File: src/rtl/hpm_pkg.sv
package hpm_pkg;
  localparam int CSR_W    = 32;
  localparam int IND_W    = 2;
  localparam int ATTN_LSB = 30;
  localparam int PWR_LSB  = 28;
  localparam int ABP_BIT  = 15;
  localparam int UR_BIT   = 14;

  typedef enum logic [IND_W-1:0] {
    IND_RSVD  = 2'b00,
    IND_ON    = 2'b01,
    IND_BLINK = 2'b10,
    IND_OFF   = 2'b11
  } ind_code_e;

  // Places the live fields at their positions; every other bit is zero.
  function automatic logic [CSR_W-1:0] pack_csr(
    input logic [IND_W-1:0] attn,
    input logic [IND_W-1:0] pwr,
    input logic             abp,
    input logic             ur
  );
    logic [CSR_W-1:0] w;
    w = '0;
    w[ATTN_LSB +: IND_W] = attn;
    w[PWR_LSB  +: IND_W] = pwr;
    w[ABP_BIT]           = abp;
    w[UR_BIT]            = ur;
    return w;
  endfunction
endpackage

File: src/rtl/hpm_ind_capture.sv
module hpm_ind_capture #(
  parameter int W = 2
) (
  input  logic         clk,
  input  logic         rst_n,
  input  logic         msg,
  input  logic [W-1:0] code,
  output logic [W-1:0] field,
  output logic         hit
);
  // The capture event is brought out as a named wire.
  assign hit = msg;

  always_ff @(posedge clk) begin
    if (!rst_n)   field <= '0;
    else if (hit) field <= code;
  end

  AST_IND_LOAD: assert property (@(posedge clk) disable iff (!rst_n)
    msg |=> field == $past(code));
  AST_IND_HOLD: assert property (@(posedge clk) disable iff (!rst_n)
    !msg |=> $stable(field));
endmodule

File: src/rtl/hpm_tx_cmd.sv
module hpm_tx_cmd (
  input  logic clk,
  input  logic rst_n,
  input  logic set_req,
  input  logic done,
  output logic pend,
  output logic finish
);
  logic arm;

  // A completion only counts while a command is pending.
  assign finish = pend & done;
  // A command arms only from idle, so a repeated write cannot queue a second one.
  assign arm    = set_req & ~pend;

  always_ff @(posedge clk) begin
    if (!rst_n)      pend <= 1'b0;
    else if (finish) pend <= 1'b0;
    else if (arm)    pend <= 1'b1;
  end

  AST_CMD_HOLD: assert property (@(posedge clk) disable iff (!rst_n)
    pend && !done |=> pend);
  AST_CMD_CLEAR: assert property (@(posedge clk) disable iff (!rst_n)
    pend && done |=> !pend);
  AST_CMD_IDLE: assert property (@(posedge clk) disable iff (!rst_n)
    !pend && !set_req |=> !pend);
endmodule

File: src/rtl/hpm_csr.sv
module hpm_csr
  import hpm_pkg::*;
(
  input  logic             clk,
  input  logic             rst_n,
  input  logic             endpoint_mode,
  input  logic             reg_wr,
  input  logic [CSR_W-1:0] reg_wdata,
  output logic [CSR_W-1:0] reg_rdata,
  input  logic             rx_attn_msg,
  input  logic [IND_W-1:0] rx_attn_code,
  input  logic             rx_pwr_msg,
  input  logic [IND_W-1:0] rx_pwr_code,
  output logic             hp_int_set,
  output logic             abp_req,
  input  logic             abp_done,
  output logic             ur_req,
  input  logic             ur_done,
  output logic             hdr_copy,
  output logic             ur_err_set
);
  logic [IND_W-1:0] attn_q, pwr_q;
  logic             attn_hit, pwr_hit;
  logic             abp_wr, ur_wr;
  logic             abp_fin, ur_fin;
  logic             hp_int_q, ur_fin_q;
  logic             unused_wdata;

  // Software can reach only the two command bits. The indicator fields are
  // loaded only by received messages, so a message always wins over a write.
  assign abp_wr = reg_wr & reg_wdata[ABP_BIT] & endpoint_mode;
  assign ur_wr  = reg_wr & reg_wdata[UR_BIT];
  assign unused_wdata = ^{reg_wdata[CSR_W-1:ABP_BIT+1], reg_wdata[UR_BIT-1:0]};

  hpm_ind_capture #(.W(IND_W)) i_attn (
    .clk(clk), .rst_n(rst_n), .msg(rx_attn_msg), .code(rx_attn_code),
    .field(attn_q), .hit(attn_hit));

  hpm_ind_capture #(.W(IND_W)) i_pwr (
    .clk(clk), .rst_n(rst_n), .msg(rx_pwr_msg), .code(rx_pwr_code),
    .field(pwr_q), .hit(pwr_hit));

  hpm_tx_cmd i_abp (
    .clk(clk), .rst_n(rst_n), .set_req(abp_wr), .done(abp_done),
    .pend(abp_req), .finish(abp_fin));

  hpm_tx_cmd i_ur (
    .clk(clk), .rst_n(rst_n), .set_req(ur_wr), .done(ur_done),
    .pend(ur_req), .finish(ur_fin));

  always_ff @(posedge clk) begin
    if (!rst_n) begin
      hp_int_q <= 1'b0;
      ur_fin_q <= 1'b0;
    end else begin
      hp_int_q <= attn_hit | pwr_hit;
      ur_fin_q <= ur_fin;
    end
  end

  assign hp_int_set = hp_int_q;
  assign hdr_copy   = ur_fin_q;
  assign ur_err_set = ur_fin_q;
  assign reg_rdata  = pack_csr(attn_q, pwr_q, abp_req, ur_req);

  AST_INT_PULSE: assert property (@(posedge clk) disable iff (!rst_n)
    (rx_attn_msg || rx_pwr_msg) |=> hp_int_set);
  AST_INT_CAUSE: assert property (@(posedge clk) disable iff (!rst_n)
    !(rx_attn_msg || rx_pwr_msg) |=> !hp_int_set);
  AST_ABP_MODE: assert property (@(posedge clk) disable iff (!rst_n)
    !endpoint_mode && !abp_req |=> !abp_req);
  AST_UR_STROBES: assert property (@(posedge clk) disable iff (!rst_n)
    ur_req && ur_done |=> hdr_copy && ur_err_set);
  AST_UR_NO_STRAY: assert property (@(posedge clk) disable iff (!rst_n)
    !ur_req |=> !hdr_copy);
  AST_RSVD_ZERO: assert property (@(posedge clk) disable iff (!rst_n)
    reg_wr |=> reg_rdata[27:16] == 12'h000 && reg_rdata[13:0] == 14'h0000);
endmodule

File: config.mk
export PLATFORM = sky130hd
export DESIGN_NAME = hpm_csr
export DESIGN_NICKNAME = d
export VERILOG_FILES = /design/src/rtl/hpm_pkg.sv /design/src/rtl/hpm_ind_capture.sv /design/src/rtl/hpm_tx_cmd.sv /design/src/rtl/hpm_csr.sv
export SDC_FILE = /design/constraint.sdc
export NUM_CORES = 1
export LEC_CHECK = 0
export ABC_AREA = 1
export CAP_MARGIN = 0
export CORE_ASPECT_RATIO = 0.75
export CORE_MARGIN = 1.5
export CORE_UTILIZATION = 25
export DETAILED_ROUTE_END_ITERATION = 16
export PLACE_DENSITY = 0.85
export SETUP_SLACK_MARGIN = 0.1
export SLEW_MARGIN = 20
export SYNTH_ARGS = -nofsm -noshare
export SYNTH_HDL_FRONTEND = slang
export SYNTH_HIERARCHICAL = 1
export SYNTH_SLANG_ARGS = --single-unit
File: constraint.sdc
create_clock -name clk -period 1.45 [get_ports clk]
set_clock_uncertainty 0.2 [all_clocks]
set_input_delay 0.3625 -clock clk [delete_from_list [all_inputs] [get_ports clk]]
set_output_delay 0.3625 -clock clk [all_outputs]
set_load 0.01 [all_outputs]
==> results by group, run 1 <==
Run status
  – Outcome: finished, final reports clean

Setup path
  – R2R setup slack: 0.54 ns
  – CP delay by family, top: flip-flops
  – Worst Path Arrival: 0.72 ns
  – Worst R2R Path Depth: 3
  – Stages on worst setup path: 1
  – Worst Setup End Kind: output port
  – Critical Path, Cell by Cell: buf_2
  – CP max-delay cell: dfxtp_2
  – Slowest stage delay, CP: 0.34 ns
  – Startpoint class of the critical path: flop
  – Crit Path Max Fanout: 4
  – Critical Path RT: 0.89 ns
  – Buffer and inverter count on the worst path: 1
  – WS Path Type: flop to output port

Final layout
  – Most common cell after layout, fill and taps aside: conb_1
  – Layout cells sized above 1: 21.4%
  – Register Area: 163 µm²
  – Fill count: 238
  – Multi-input gate area: 218 µm²
  – Final Util: 32.9%
  – Ant. Diodes: 0
  – Fin nets: 149
  – Final Instance Area: 674 µm²
  – Synth-to-Final Area Change: 22.5%
  – Non-Filler Instances: 127
  – Most frequent cells in the layout: 26 x conb_1, 15 x nand2_1, 13 x clkdlybuf4s50_1, 12 x nor2_1, 11 x buf_2

Timing
  – Worst setup margin: 0.163 ns
  – Unrepaired setup endpoints after global routing: no
  – Tmin final: 1.29 ns
  – Achievable frequency: 0.777 GHz
  – Setup Viol. Count Final: 0
  – Fin. max-slew vios: 0
  – Final worst-path cycle share: 88.7%
  – Hold Vio Cnt, Final: 0

Global routing
  – GRT overflow: 0
  – First-pass GRT wire length: 1370 µm
  – Pin count of the biggest net entering global routing: 6
  – Antenna violations before repair: 0
  – Number of global-route vias before repair: 331
  – Tot GR Track Use: 7.44%

Floorplanning
  – Height of the die: 43.6 µm
  – Num ports: 81
  – Die area: 2500 µm²
  – Initial Utilization: 26.9%
  – Core ar.: 2050 µm²
  – Die width: 57.2 µm
  – Row count: 14

Synthesis
  – Synth Instances: 79
  – Synth Warn #: 6
  – Syn_area_per_cell: 6.97 µm²
  – Cell Area, Synth: 551 µm²

Clock network
  – Clock Latency Late Sink: 0.25 ns
  – Num CTS Buffers: 3
  – Postcts setup bufs: 0
  – Clock sink total: 8
  – TritonCTS clock tree: done
  – Reg clk slew, reported paths: 0.06 ns
  – Root Driver: clkbuf_4
  – # H-tree levels: 1
  – Max clock buf depth: 2

Run
  – Number of max-cap violations: 0

Route
  – WL final: 957 µm
  – DRC: 0
  – Vias per cell: 3.34
  – Initial DRC count: 8
  – Routed vias: 424
  – Residual antenna-violating net count after detailed routing: 0
  – Wire per inst: 7.54 µm
  – DRT Pass-1 Iters: 2

Placed design
  – Dpl cells: 124
  – I/O Buffers: 24
  – GP Congestion: 0.630
  – Pre-CTS WS: -0.0283 ns
  – Placed Area: 704 µm²
  – Detailed Place HPWL: 852 µm

Pwr
  – Pwr per Cell Area: 810 nW/µm²
  – Maximum vdd drop: 276 µV
  – Leak: 0.409 nW

Min path
  – Hold WC Path Type: flop to flop
  – Hold Crit Depth: 2
[flip-flops by register name, indices dropped and copies added, names as in the netlist]
signal,cells
hp_int_set,1
i_ur/pend,1
hdr_copy,1
i_abp/pend,1
i_pwr/field,2
i_attn/field,2
[through the flow]
step | setup TNS (ns) | hold WS (ns) | power [mW]
finish | 0 | 0.276 | 0.546
global route | 0 | 0.305 | 0.585
CTS | 0 | 0.283 | 0.558
detailed placement | -0.0479 | 0.273 | 0.397
global placement | 0 | 0.260 | 0.394
floorplan | 0 | 0.256 | 0.372
[final timing paths]
check                                     from              to
worst min register to register  i_pwr/field[0]  i_pwr/field[0]
worst max-delay path                 i_ur/pend   reg_rdata[14]
worst max register to register      i_abp/pend      i_abp/pend
worst min-delay path            i_pwr/field[0]  i_pwr/field[0]
[final cells by class]
class                           instances  area share (%)
Inverter                                9            5.01
Multi-Input combinational cell         56            32.3
Timing Repair Buffer                   27            30.8
Clock buffer                            3            3.34
Tap cell                               24            4.45
Sequential cell                         8            24.1
[repair_timing]
| item | 4_1_cts | 5_1_grt |
|---|---|---|
| hold buffers | 0 | 0 |
| setup endpoints to repair | 11 | 1 |
| resized for setup | 45 | 1 |
[metal layers]
layer  GRT usage, %  part of all wire, %  up-vias
met4           1.40                    0        0
li1               -                    -      221
met1           7.99                   35      187
met5              0                    0        -
met2           11.7                   55       16
met3           5.97                  9.3        0
[power breakdown]
group / total, mW / internal [mW] / switching, mW
sequential: 0.241 / 0.234 / 0.00645
clock: 0.171 / 0.0948 / 0.0764
combinational: 0.134 / 0.0599 / 0.0744
Power figures use the tool's default switching activity.
==> run 2: changes to the inputs <==
Settings changed: ABC_CLOCK_PERIOD_IN_PS set to 1450, CORE_MARGIN 1.5 to 4.
==> run 2 against run 1 <==
Die area rose by 21%. Power fell by 0.65%. Hold slack got worse by 0.00064 ns. Register-to-register slack got worse by 0.03 ns. Combinational power barely moved. Wire length rose by 18%. Sequential share of layout area did not move. Fmax rose by 1.0%. Flip-flop and latch count did not move. Largest cell class unchanged. Largest power group unchanged. Highest routed layer unchanged.
==> results by group, run 2 (synthesized netlist as in run 1, its figures left out) <==
Placed design
  – Pre-CTS WS: -0.0336 ns
  – Placed Area: 697 µm²
  – Detailed Place HPWL: 960 µm
  – I/O Buffers: 24
  – GP Congestion: 0.609

Setup path
  – CP Launch Point: i_ur/pend
  – Buffer and inverter count on the worst path: 1
  – Worst r2r src: i_ur/pend
  – Worst Path Arrival: 0.71 ns
  – Critical Path RT: 0.89 ns
  – Crit Path Max Fanout: 3
  – Startpoint class of the critical path: flop
  – CP delay by family, top: flip-flops
  – Critical Path, Cell by Cell: buf_2
  – CP max-delay cell: dfxtp_2
  – WS Path Type: flop to output port
  – Worst Setup End Kind: output port
  – Slowest stage delay, CP: 0.33 ns

Timing
  – Final worst-path cycle share: 87.8%
  – Hold Slack: 0.275 ns
  – Fin. max-slew vios: 0
  – Achievable frequency: 0.785 GHz
  – Setup Viol. Count Final: 0
  – Worst setup margin: 0.177 ns
  – Tmin final: 1.27 ns
  – Unrepaired setup endpoints after global routing: no
  – Hold Vio Cnt, Final: 0

Floorplanning
  – Core ar.: 2050 µm²
  – Height of the die: 48.6 µm
  – Row count: 14
  – Die width: 62.2 µm
  – Num ports: 81
  – Die area: 3020 µm²
  – Initial Utilization: 26.9%

Clock network
  – Num CTS Buffers: 3
  – # H-tree levels: 1
  – Reg clk slew, reported paths: 0.05 ns
  – Post-CTS Hold Fix Bufs: 0
  – Clock sink total: 8
  – Max clock buf depth: 2
  – Root Driver: clkbuf_4
  – TritonCTS clock tree: done
  – Clock Latency Late Sink: 0.25 ns

Global routing
  – Tot GR Track Use: 7.65%
  – Antenna violations before repair: 0
  – Number of global-route vias before repair: 375
  – Met1 usage: 5.83%
  – First-pass GRT wire length: 1750 µm
  – Pin count of the biggest net entering global routing: 9
  – Met2 usage: 15.0%
  – GRT met3 Usage: 6.02%
  – GRT overflow: 0
  – GRT Max-Usage Layer: met2

Route
  – Residual antenna-violating net count after detailed routing: 0
  – Routed vias: 429
  – Wire per inst: 8.91 µm
  – Initial DRC count: 7
  – Vias per cell: 3.38
  – DRT Pass-1 Iters: 3
  – DRC: 0
  – WL final: 1130 µm

Min path
  – Hold path start: i_pwr/field[0]
  – Hold WC Path Type: flop to flop

Final layout
  – Largest regs: i_attn/field (2), i_pwr/field (2)
  – Multi-input gate area: 218 µm²
  – Ant. Diodes: 0
  – Fill count: 242
  – Register Area: 163 µm²
  – Layout cells sized above 1: 21.4%
  – Most common cell after layout, fill and taps aside: conb_1
  – Final Util: 32.9%
  – Most frequent cells in the layout: 26 x conb_1, 15 x nand2_1, 13 x clkdlybuf4s50_1, 12 x nor2_1, 11 x buf_2
  – Synth-to-Final Area Change: 22.5%
  – Final Instance Area: 674 µm²
  – Fin nets: 149

Pwr
  – Clock Power Share: 30.4%
  – Sw Share: 28.3%
  – Seq pwr share: 44.4%
  – Pwr per Cell Area: 805 nW/µm²
  – Maximum vdd drop: 335 µV
  – Switch Pwr: 0.153 mW
  – Leak: 0.409 nW
  – Design Power: 0.543 mW
  – Internal Dissipation: 0.389 mW
  – Logic pwr share: 25.3%

Run
  – Number of max-cap violations: 0

Run status
  – Outcome: finished, final reports clean
==> run 2: cell counts in the layout (fill, tap and decap cells not counted) <==
Identical to the previous run, type by type.
==> run 2: power by group through the flow <==
stage,logic (mW),clock network [mW],registers [mW]
6_report,0.137,0.165,0.241
5_1_grt,0.153,0.194,0.242
4_1_cts,0.138,0.180,0.241
3_5_place_dp,0.150,0,0.246
3_3_place_gp,0.147,0,0.245
2_1_floorplan,0.120,0,0.253
==> run 2: final timing paths <==
path	end	slack, ns	cells after the start
worst max-delay path	reg_rdata[14]	0.18	1
worst min-delay path	i_pwr/field[0]	0.28	2
worst max register to register	hdr_copy	0.51	5
worst min register to register	i_pwr/field[0]	0.28	2
==> run 2: metrics by stage <==
| stage | TNS, ns | cells |
|---|---|---|
| 6_report | 0 | 127 |
| 5_1_grt | 0 | 127 |
| 4_1_cts | 0 | 127 |
| 3_5_place_dp | -0.0524 | 123 |
| 3_3_place_gp | 0 | 123 |
| 2_1_floorplan | 0 | 104 |
==> run 2: final cells by class <==
type / count / share of cell area (%)
Clock buffer: 3 / 3.34
Timing Repair Buffer: 27 / 30.8
Inverter: 9 / 5.01
Tap cell: 24 / 4.45
Sequential cell: 8 / 24.1
Multi-Input combinational cell: 56 / 32.3
==> run 2: timing repair <==
action / CTS / global route
setup buffers: 1 / 0
pin swaps: 0 / 0
setup endpoints to repair: 11 / 1
resized for setup: 45 / 1
==> run 2: layer usage <==
| metal | wire [µm] | vias up |
|---|---|---|
| met1 | 358 | 190 |
| met2 | 653 | 21 |
| met4 | 0 | 0 |
| met5 | 0 | - |
| li1 | - | 218 |
| met3 | 120 | 0 |
==> run 3: changes to the inputs <==
Settings changed: CTS_CLUSTER_DIAMETER set to 80, SKIP_LAST_GASP set to 1.
==> results of run 3 <==
No change in the layout: final DEF, timing and power equal those of run 2.
